`config.mk`:
```
export PLATFORM = sky130hd
export DESIGN_NAME = alu8_flags
export DESIGN_NICKNAME = d
export VERILOG_FILES = /design/src/rtl/alu8_pkg.sv /design/src/rtl/alu8_addsub.sv /design/src/rtl/alu8_logic.sv /design/src/rtl/alu8_shift.sv /design/src/rtl/alu8_flags.sv
export SDC_FILE = /design/constraint.sdc
export NUM_CORES = 1
export LEC_CHECK = 0
export ABC_AREA = 1
export BUFFER_PORTS_ARGS = -buffer_cell sky130_fd_sc_hd__buf_2
export CAP_MARGIN = 20
export CORE_ASPECT_RATIO = 1.2
export CORE_MARGIN = 2
export CORE_UTILIZATION = 45
export DETAILED_ROUTE_END_ITERATION = 8
export PLACE_DENSITY = 0.77
export SLEW_MARGIN = 40
export SYNTH_ARGS = -nofsm -noshare
export SYNTH_HDL_FRONTEND = slang
export SYNTH_SLANG_ARGS = --single-unit
```
`constraint.sdc`:
```
create_clock -name clk -period 0.8 [get_ports clk]
set_input_delay 0.08 -clock clk [delete_from_list [all_inputs] [get_ports clk]]
set_output_delay 0.08 -clock clk [all_outputs]
set_load 0.05 [all_outputs]
```
`src/rtl/alu8_pkg.sv`:
```
package alu8_pkg;

    typedef enum logic [4:0] {
        OP_ADC = 5'd0,
        OP_SBC = 5'd1,
        OP_AND = 5'd2,
        OP_ORA = 5'd3,
        OP_EOR = 5'd4,
        OP_CMP = 5'd5,
        OP_BIT = 5'd6,
        OP_INC = 5'd7,
        OP_DEC = 5'd8,
        OP_ASL = 5'd9,
        OP_LSR = 5'd10,
        OP_ROL = 5'd11,
        OP_ROR = 5'd12,
        OP_CLC = 5'd16,
        OP_SEC = 5'd17,
        OP_CLD = 5'd18,
        OP_SED = 5'd19,
        OP_CLI = 5'd20,
        OP_SEI = 5'd21,
        OP_CLV = 5'd22
    } alu_op_e;

    // Status bit positions are architectural: software decodes them.
    localparam int BIT_N = 7;
    localparam int BIT_V = 6;
    localparam int BIT_D = 3;
    localparam int BIT_I = 2;
    localparam int BIT_Z = 1;
    localparam int BIT_C = 0;

    typedef struct packed {
        logic n;
        logic v;
        logic z;
        logic c;
    } nvzc_t;

endpackage

```
`src/rtl/alu8_addsub.sv`:
```
module alu8_addsub #(
    parameter int WIDTH = 8
) (
    input  logic [WIDTH-1:0] a_i,
    input  logic [WIDTH-1:0] b_i,
    input  logic             cin_i,
    input  logic             sub_i,
    output logic [WIDTH-1:0] sum_o,
    output logic             cout_o,
    output logic             ovf_o
);
    localparam int MSB = WIDTH - 1;

    logic [WIDTH-1:0] b_eff;
    logic [WIDTH:0]   full;

    always_comb begin
        b_eff  = sub_i ? ~b_i : b_i;
        full   = {1'b0, a_i} + {1'b0, b_eff} + {{WIDTH{1'b0}}, cin_i};
        sum_o  = full[MSB:0];
        cout_o = full[WIDTH];
        ovf_o  = (a_i[MSB] == b_eff[MSB]) && (full[MSB] != a_i[MSB]);
    end
endmodule

```
`src/rtl/alu8_logic.sv`:
```
module alu8_logic #(
    parameter int WIDTH = 8
) (
    input  logic [WIDTH-1:0] a_i,
    input  logic [WIDTH-1:0] b_i,
    input  logic [1:0]       sel_i,   // 0 and, 1 or, 2 xor
    output logic [WIDTH-1:0] res_o
);
    always_comb begin
        unique case (sel_i)
            2'd1:    res_o = a_i | b_i;
            2'd2:    res_o = a_i ^ b_i;
            default: res_o = a_i & b_i;
        endcase
    end
endmodule

```
`src/rtl/alu8_shift.sv`:
```
module alu8_shift #(
    parameter int WIDTH = 8
) (
    input  logic [WIDTH-1:0] a_i,
    input  logic             cin_i,
    input  logic             right_i,
    input  logic             rot_i,
    output logic [WIDTH-1:0] res_o,
    output logic             cout_o
);
    localparam int MSB = WIDTH - 1;

    logic fill;

    always_comb begin
        fill = rot_i & cin_i;
        if (right_i) begin
            res_o  = {fill, a_i[MSB:1]};
            cout_o = a_i[0];
        end else begin
            res_o  = {a_i[MSB-1:0], fill};
            cout_o = a_i[MSB];
        end
    end
endmodule

```
`src/rtl/alu8_flags.sv`:
```
module alu8_flags
    import alu8_pkg::*;
#(
    parameter int WIDTH = 8
) (
    input  logic             clk,
    input  logic             rst_n,
    input  logic [4:0]       op_i,
    input  logic [WIDTH-1:0] a_i,
    input  logic [WIDTH-1:0] b_i,
    input  logic [7:0]       p_i,
    output logic [WIDTH-1:0] res_o,
    output logic [7:0]       stat_o,
    output logic             wr_o
);
    localparam int MSB = WIDTH - 1;

    typedef struct packed {
        logic [WIDTH-1:0] res;
        logic [7:0]       stat;
        logic             wr;
    } out_t;

    out_t out_d, out_q;

    // main adder: add, subtract, compare
    logic             as_sub, as_cin, as_cout, as_ovf;
    logic [WIDTH-1:0] as_sum;
    // step adder: increment, decrement
    logic             st_dec, st_cout, st_ovf;
    logic [WIDTH-1:0] st_sum;
    // logic and shift units
    logic [1:0]       lg_sel;
    logic [WIDTH-1:0] lg_res, sh_res;
    logic             sh_right, sh_rot, sh_cout;

    always_comb begin
        as_sub   = (op_i == OP_SBC) || (op_i == OP_CMP);
        as_cin   = (op_i == OP_CMP) ? 1'b1 : p_i[BIT_C];
        st_dec   = (op_i == OP_DEC);
        lg_sel   = (op_i == OP_ORA) ? 2'd1 : (op_i == OP_EOR) ? 2'd2 : 2'd0;
        sh_right = (op_i == OP_LSR) || (op_i == OP_ROR);
        sh_rot   = (op_i == OP_ROL) || (op_i == OP_ROR);
    end

    alu8_addsub #(.WIDTH(WIDTH)) u_main (
        .a_i(a_i), .b_i(b_i), .cin_i(as_cin), .sub_i(as_sub),
        .sum_o(as_sum), .cout_o(as_cout), .ovf_o(as_ovf)
    );

    alu8_addsub #(.WIDTH(WIDTH)) u_step (
        .a_i(a_i), .b_i({{(WIDTH-1){1'b0}}, 1'b1}), .cin_i(st_dec), .sub_i(st_dec),
        .sum_o(st_sum), .cout_o(st_cout), .ovf_o(st_ovf)
    );

    alu8_logic #(.WIDTH(WIDTH)) u_logic (
        .a_i(a_i), .b_i(b_i), .sel_i(lg_sel), .res_o(lg_res)
    );

    alu8_shift #(.WIDTH(WIDTH)) u_shift (
        .a_i(a_i), .cin_i(p_i[BIT_C]), .right_i(sh_right), .rot_i(sh_rot),
        .res_o(sh_res), .cout_o(sh_cout)
    );

    nvzc_t            fl;     // candidate flag values
    nvzc_t            msk;    // which flags the operation owns
    logic [WIDTH-1:0] zsrc;   // value Z is derived from

    always_comb begin
        out_d      = '0;
        out_d.res  = a_i;
        out_d.stat = p_i;
        out_d.wr   = 1'b0;
        fl         = '0;
        msk        = '0;
        zsrc       = a_i;

        case (op_i)
            OP_ADC, OP_SBC: begin
                out_d.res = as_sum;
                out_d.wr  = 1'b1;
                zsrc      = as_sum;
                fl        = '{n: as_sum[MSB], v: as_ovf, z: 1'b0, c: as_cout};
                msk       = '{n: 1'b1, v: 1'b1, z: 1'b1, c: 1'b1};
            end
            OP_AND, OP_ORA, OP_EOR: begin
                out_d.res = lg_res;
                out_d.wr  = 1'b1;
                zsrc      = lg_res;
                fl.n      = lg_res[MSB];
                msk       = '{n: 1'b1, v: 1'b0, z: 1'b1, c: 1'b0};
            end
            OP_CMP: begin
                zsrc = as_sum;
                fl   = '{n: as_sum[MSB], v: 1'b0, z: 1'b0, c: as_cout};
                msk  = '{n: 1'b1, v: 1'b0, z: 1'b1, c: 1'b1};
            end
            OP_BIT: begin
                zsrc = lg_res;
                fl   = '{n: b_i[MSB], v: b_i[MSB-1], z: 1'b0, c: 1'b0};
                msk  = '{n: 1'b1, v: 1'b1, z: 1'b1, c: 1'b0};
            end
            OP_INC, OP_DEC: begin
                out_d.res = st_sum;
                out_d.wr  = 1'b1;
                zsrc      = st_sum;
                fl.n      = st_sum[MSB];
                msk       = '{n: 1'b1, v: 1'b0, z: 1'b1, c: 1'b0};
            end
            OP_ASL, OP_LSR, OP_ROL, OP_ROR: begin
                out_d.res = sh_res;
                out_d.wr  = 1'b1;
                zsrc      = sh_res;
                fl        = '{n: sh_res[MSB], v: 1'b0, z: 1'b0, c: sh_cout};
                msk       = '{n: 1'b1, v: 1'b0, z: 1'b1, c: 1'b1};
            end
            OP_CLC: out_d.stat[BIT_C] = 1'b0;
            OP_SEC: out_d.stat[BIT_C] = 1'b1;
            OP_CLD: out_d.stat[BIT_D] = 1'b0;
            OP_SED: out_d.stat[BIT_D] = 1'b1;
            OP_CLI: out_d.stat[BIT_I] = 1'b0;
            OP_SEI: out_d.stat[BIT_I] = 1'b1;
            OP_CLV: out_d.stat[BIT_V] = 1'b0;
            default: ;
        endcase

        fl.z = (zsrc == '0);
        if (msk.n) out_d.stat[BIT_N] = fl.n;
        if (msk.v) out_d.stat[BIT_V] = fl.v;
        if (msk.z) out_d.stat[BIT_Z] = fl.z;
        if (msk.c) out_d.stat[BIT_C] = fl.c;
    end

    always_ff @(posedge clk or negedge rst_n) begin
        if (!rst_n) out_q <= '0;
        else        out_q <= out_d;
    end

    assign res_o  = out_q.res;
    assign stat_o = out_q.stat;
    assign wr_o   = out_q.wr;

endmodule

```
=== Word level (Yosys, flattened, before mapping) ===
Index checks and enable logic that the tools add are counted.
Widths: inputs -> output; s select.

* Reductions and logical operators: 15
* Equality and inequality tests: 23
* Muxes and demuxes: 22
* Add/subtract/negate cells: 4
* Bitwise gates (word level): 5

{| class="wikitable"
|+ Operator list
! kind !! count
|-
| $pmux 8 s4 || 2
|-
| $eq 5x5->1 const B || 7
|-
| $eq 5x4->1 const B || 5
|-
| $mux 8 || 3
|-
| $eq 5x3->1 const B || 4
|-
| $pmux 4 s4 || 1
|-
| $pmux 8 s2 || 1
|-
| $pmux 3 s4 || 1
|-
| $reduce_or 11->1 || 1
|-
| $eq 5x2->1 const B || 2
|-
| $reduce_or 5->1 || 2
|-
| $add 8x8->9 || 1
|-
| $add 9x1->9 || 1
|-
| $add 8x1->8 || 1
|-
| $add 8x8->8 || 1
|-
| $and 8x8->8 || 1
|-
| $logic_not 8->1 || 1
|-
| $mux 1 || 8
|-
| $not 8->8 || 1
|-
| $or 8x8->8 || 1
|-
| $reduce_or 4->1 || 2
|-
| $xor 8x8->8 || 1
|-
| $pmux 1 s2 || 3
|-
| $reduce_or 3->1 || 2
|-
| other kinds (12) || 16
|}

* Bits of input ports: 31
* Output and inout port bits: 17
* Flip-flop bits (word level): 17
* Logic and storage cells: 72

=== Longest topological paths before layout ===
* Depth in word-level cells: 9
* Gate-level depth with buffers: 20
* Depth with buffers taken out: 19

=== Cells and area by module ===
From an unflattened synthesis, not the netlist that was laid out.

* Cell total of the unflattened synthesis: 443
* Area total of the unflattened synthesis: 2735.1 um^2

{| class="wikitable"
|+ By module, submodules not included
! module !! area an instance (um^2) !! cells each !! times used !! seq. area each (um^2)
|-
| alu8_flags || 1157.4 || 174 || 1 || 425.4
|-
| alu8_addsub || 460.4 || 72 || 2 || 0.0
|-
| alu8_logic || 533.0 || 96 || 1 || 0.0
|-
| alu8_shift || 123.9 || 29 || 1 || 0.0
|}

=== Least setup slack after synthesis ===
No wires, ideal clock.

* Path kind: input -> register
* Start point: in op_i[4]
* End point: reg out_q (netlist bit stat_o[1])
* Stages: 17
* Data arrival time: 2.614 ns
* Required time: 0.735 ns
* Buffers on the path: 2
* Setup time: 0.065 ns
* Path slack: -1.879 ns
* Path through: buf_4 -> inv_2 -> buf_6 -> nand3_1 -> xor2_1 -> fa_1 -> fa_1 -> nand2_1 -> nor2_1 -> nand3_1 -> nand2_1 -> nand3_1 -> nor2_1 -> nand3_1 -> nor2_1 -> nand3_1 -> nand2_1

{| class="wikitable"
|+ RTL lines
! element !! line !! text
|-
| from (decl) || alu8_flags.sv:8 || <nowiki>input logic [4:0] op_i,</nowiki>
|-
| to (signal assigned) || alu8_flags.sv:136 || <nowiki>else out_q <= out_d;</nowiki>
|-
| to (decl) || alu8_flags.sv:24 || <nowiki>out_t out_d, out_q;</nowiki>
|}

==> out/metrics.csv <==
metric,value,unit
peakVddDrop,1.113,mV
synthTopCellsByCount,"121 x nand2_1, 64 x nand3_1, 54 x inv_1",
cp.arrival,2.58,ns
cts_max_level,1,
drc,0,
viasPerCell,5.951,
synthArstFlopShare,100.0,%
fin_util,79.87,%
cts_buffer_depth,2,
hold_violations,0,
cap_violations,0,
slowest_delay,0.34,ns
initial_core_util,47.02,%
stdcell_area,4587,sq um
cts.clk_slew.worst_paths,0.07,ns
synth_top_area_share,16.82,%
switching_share,45.11,%
timing.hold.ws,0.06446,ns
drive_above_1_share,46.46,%
hp-class,in2reg,
crit_type,in2reg,
synthCells,416,
area_growth_syn_to_layout,69.88,%
vias,3922,
power.internal,2.544,mW
synth_fp_nets,481,
cts.sinks,17,
synth_area_leader_cell,nand2_1,
drv_slew,0,
core.rowCount,30,
diodes,0,
place_congestion,0.9272,
total_power,4.634,mW
cp_slowest_cell,ha_1,
synthDistinctLibCells,36,
final.min_clock_period,2.399,ns
die-height,88.86,um
grtUsageTotal,32.97,%
cts_root_buf,clkbuf_8,
outcome,"complete, but fails checks",
finalWirelength,12.45,mm
ys_top_cells_by_area,"nand2_1 17%, dfrtp_1 16%, ha_1 14%, nand3_1 12%, inv_1 7.5%",
die_w,74.71,um
crit_fanout,7,
nNetsFinal,645,
cts_tree,done,
numPortBuffers,47,
crit_chain,buf_8 -> nor2_4 -> nand3_4 -> buf_4 -> buf_12 -> xor2_1 -> ha_1 -> nand2_1 -> nand2_2 -> a21oi_4 -> nand3_2 -> nand3_2 -> nand2_1 -> nor2_2 -> nand2_1 -> nor2_1 -> nand3_1 -> nand2_1,
drtPass1Iterations,7,
synth_edf_count,0,
power.share.clock,13.9,%
setup_viol,32,
period_share,299.9,%
relSlewSlack,73.54,%
synth_flop_cell,dfrtp_1,
grt_antenna_before_repair,1,
seq_area_frac_synth,15.76,%
rsz0062_at_grt,true,
coreArea,5743,sq um
worstMarginPinSlew,0.3955,ns
cts_made_buffers,3,
crit_top_cell,nand2_1,
fmax,416.8,MHz
crit_path_end_kind,flip-flop,
die_area,6638,sq um
cp-startpoint,op_i[1],
critPathLaunchType,input port,
fin_ws,-1.599,ns
yosysWarnings,0,
switchingPower,2.090,mW
netlist_area,2700,sq um
place_area,3777,sq um
grt_pass1_wl,16.90,mm
wl_per_cell,18.89,um
ys_ff_latch,17,
seqPwrFrac,21.9,%
grt_pass1_vias,3680,
synth.most_common_cell,nand2_1,
powerDensity,1010,nW/um^2
postRouteAntennaNets,0,
grt-ovfl-total,0,
comb_power_share,64.2,%
critPathRequiredTime,0.98,ns
ios,48,
leakagePower,2.373,nW
drtIter0Drc,534,
grt_max_degree,18,
violations,negative setup slack,
holdCritStartpoint,p_i[7],
synth.avg_cell_area,6.491,sq um
dp.final_hpwl,7.192,mm
==> final timing paths <==
path	depth (start not counted)	slack, ns	to
max	18	-1.60	stat_o[1]
min	3	0.06	stat_o[7]
max in group asynchronous	2	0.23	stat_o[6]
min in group asynchronous	2	0.29	res_o[4]
==> area by class of cell <==
class	count	area, sq um
sequential	17	425.4
inverter	66	267.8
multi-input combinational	330	2394
clock buffer	4	45.04
timing repair inverter	1	8.758
tap	80	100.1
timing repair buffer	161	1346
fill	324	1156
==> state kept, by name (all words and copies together), names as in the netlist <==
register,cells
res_o,8
stat_o,8
wr_o,1
==> metal layers <==
metal  track usage, %  vias up  routed length, um
li1                 -     1692                  -
met1            34.20     1784               4185
met2            58.00      327               5818
met3            5.353      119               1247
met4            25.65        0               1197
met5                0        -                  0
==> worst max-delay path: cells and delay by family <==
family          cells  cell delay [ns]
simple gates       12             1.43
fa+ha+maj           1             0.34
buf+inv             3             0.40
compound gates      1             0.19
xor+xnor            1             0.14
==> layout by cell type, fill, tap and decap left out, types with 3 or more instances in the layout <==
| master | n |
|---|---|
| inv_2 | 8 |
| nand2_2 | 22 |
| ha_1 | 24 |
| dfrtp_1 | 17 |
| a21oi_2 | 7 |
| buf_2 | 25 |
| nand3_1 | 53 |
| inv_1 | 52 |
| a31oi_1 | 3 |
| xor2_1 | 6 |
| o21ai_1 | 3 |
| nor2_2 | 6 |
| nand4_1 | 7 |
| buf_6 | 34 |
| a21oi_1 | 4 |
| nand2_4 | 3 |
| o2111ai_2 | 3 |
| nand3_2 | 13 |
| clkbuf_8 | 3 |
| buf_4 | 93 |
| nand2_1 | 98 |
| nor2_4 | 7 |
| dlygate4sd3_1 | 3 |
| inv_4 | 3 |
| nor2_1 | 25 |
| or2_2 | 3 |
| ha_4 | 7 |
| buf_12 | 4 |
| nand3_4 | 9 |
==> cells by family after synthesis <==
kind of cell | Yosys count | synth area share [%]
buffers and inverters | 71 | 10.84
and+or+nand+nor | 251 | 45.23
xor gates and xnor gates | 8 | 2.595
DFF | 17 | 15.76
AOI/OAI and AO/OA | 35 | 8.990
adders and majority gates | 34 | 16.59
==> through the flow <==
stage	setup WS, ns	TNS (ns)	std cells
after floorplan	-1.540	-13.69	416
after global placement	-1.549	-16.90	628
after detailed placement	-1.589	-17.37	628
after CTS	-1.270	-12.93	647
after global routing	-1.660	-16.90	659
final	-1.599	-15.81	659
==> what timing repair did <==
item                                    in CTS  in global routing
setup buffers                               11                 15
endpoints found under the hold margin       19                  0
gates resized for setup                     95                 44
gates cloned                                 3                  0
endpoints found under the setup margin      32                 32
pin swaps                                   39                 31
hold buffers                                 3                  0
==> power by group through the flow <==
stage | Clock [mW] | Combinational [mW] | Sequential [mW]
floorplan | 0 | 0.998 | 1.36
global placement | 0 | 2.17 | 0.991
detailed placement | 0 | 2.22 | 0.994
CTS | 0.603 | 2.57 | 1.00
global route | 0.738 | 3.13 | 1.02
finish | 0.645 | 2.98 | 1.01
No activity file was read; power rests on OpenSTA's default activity.
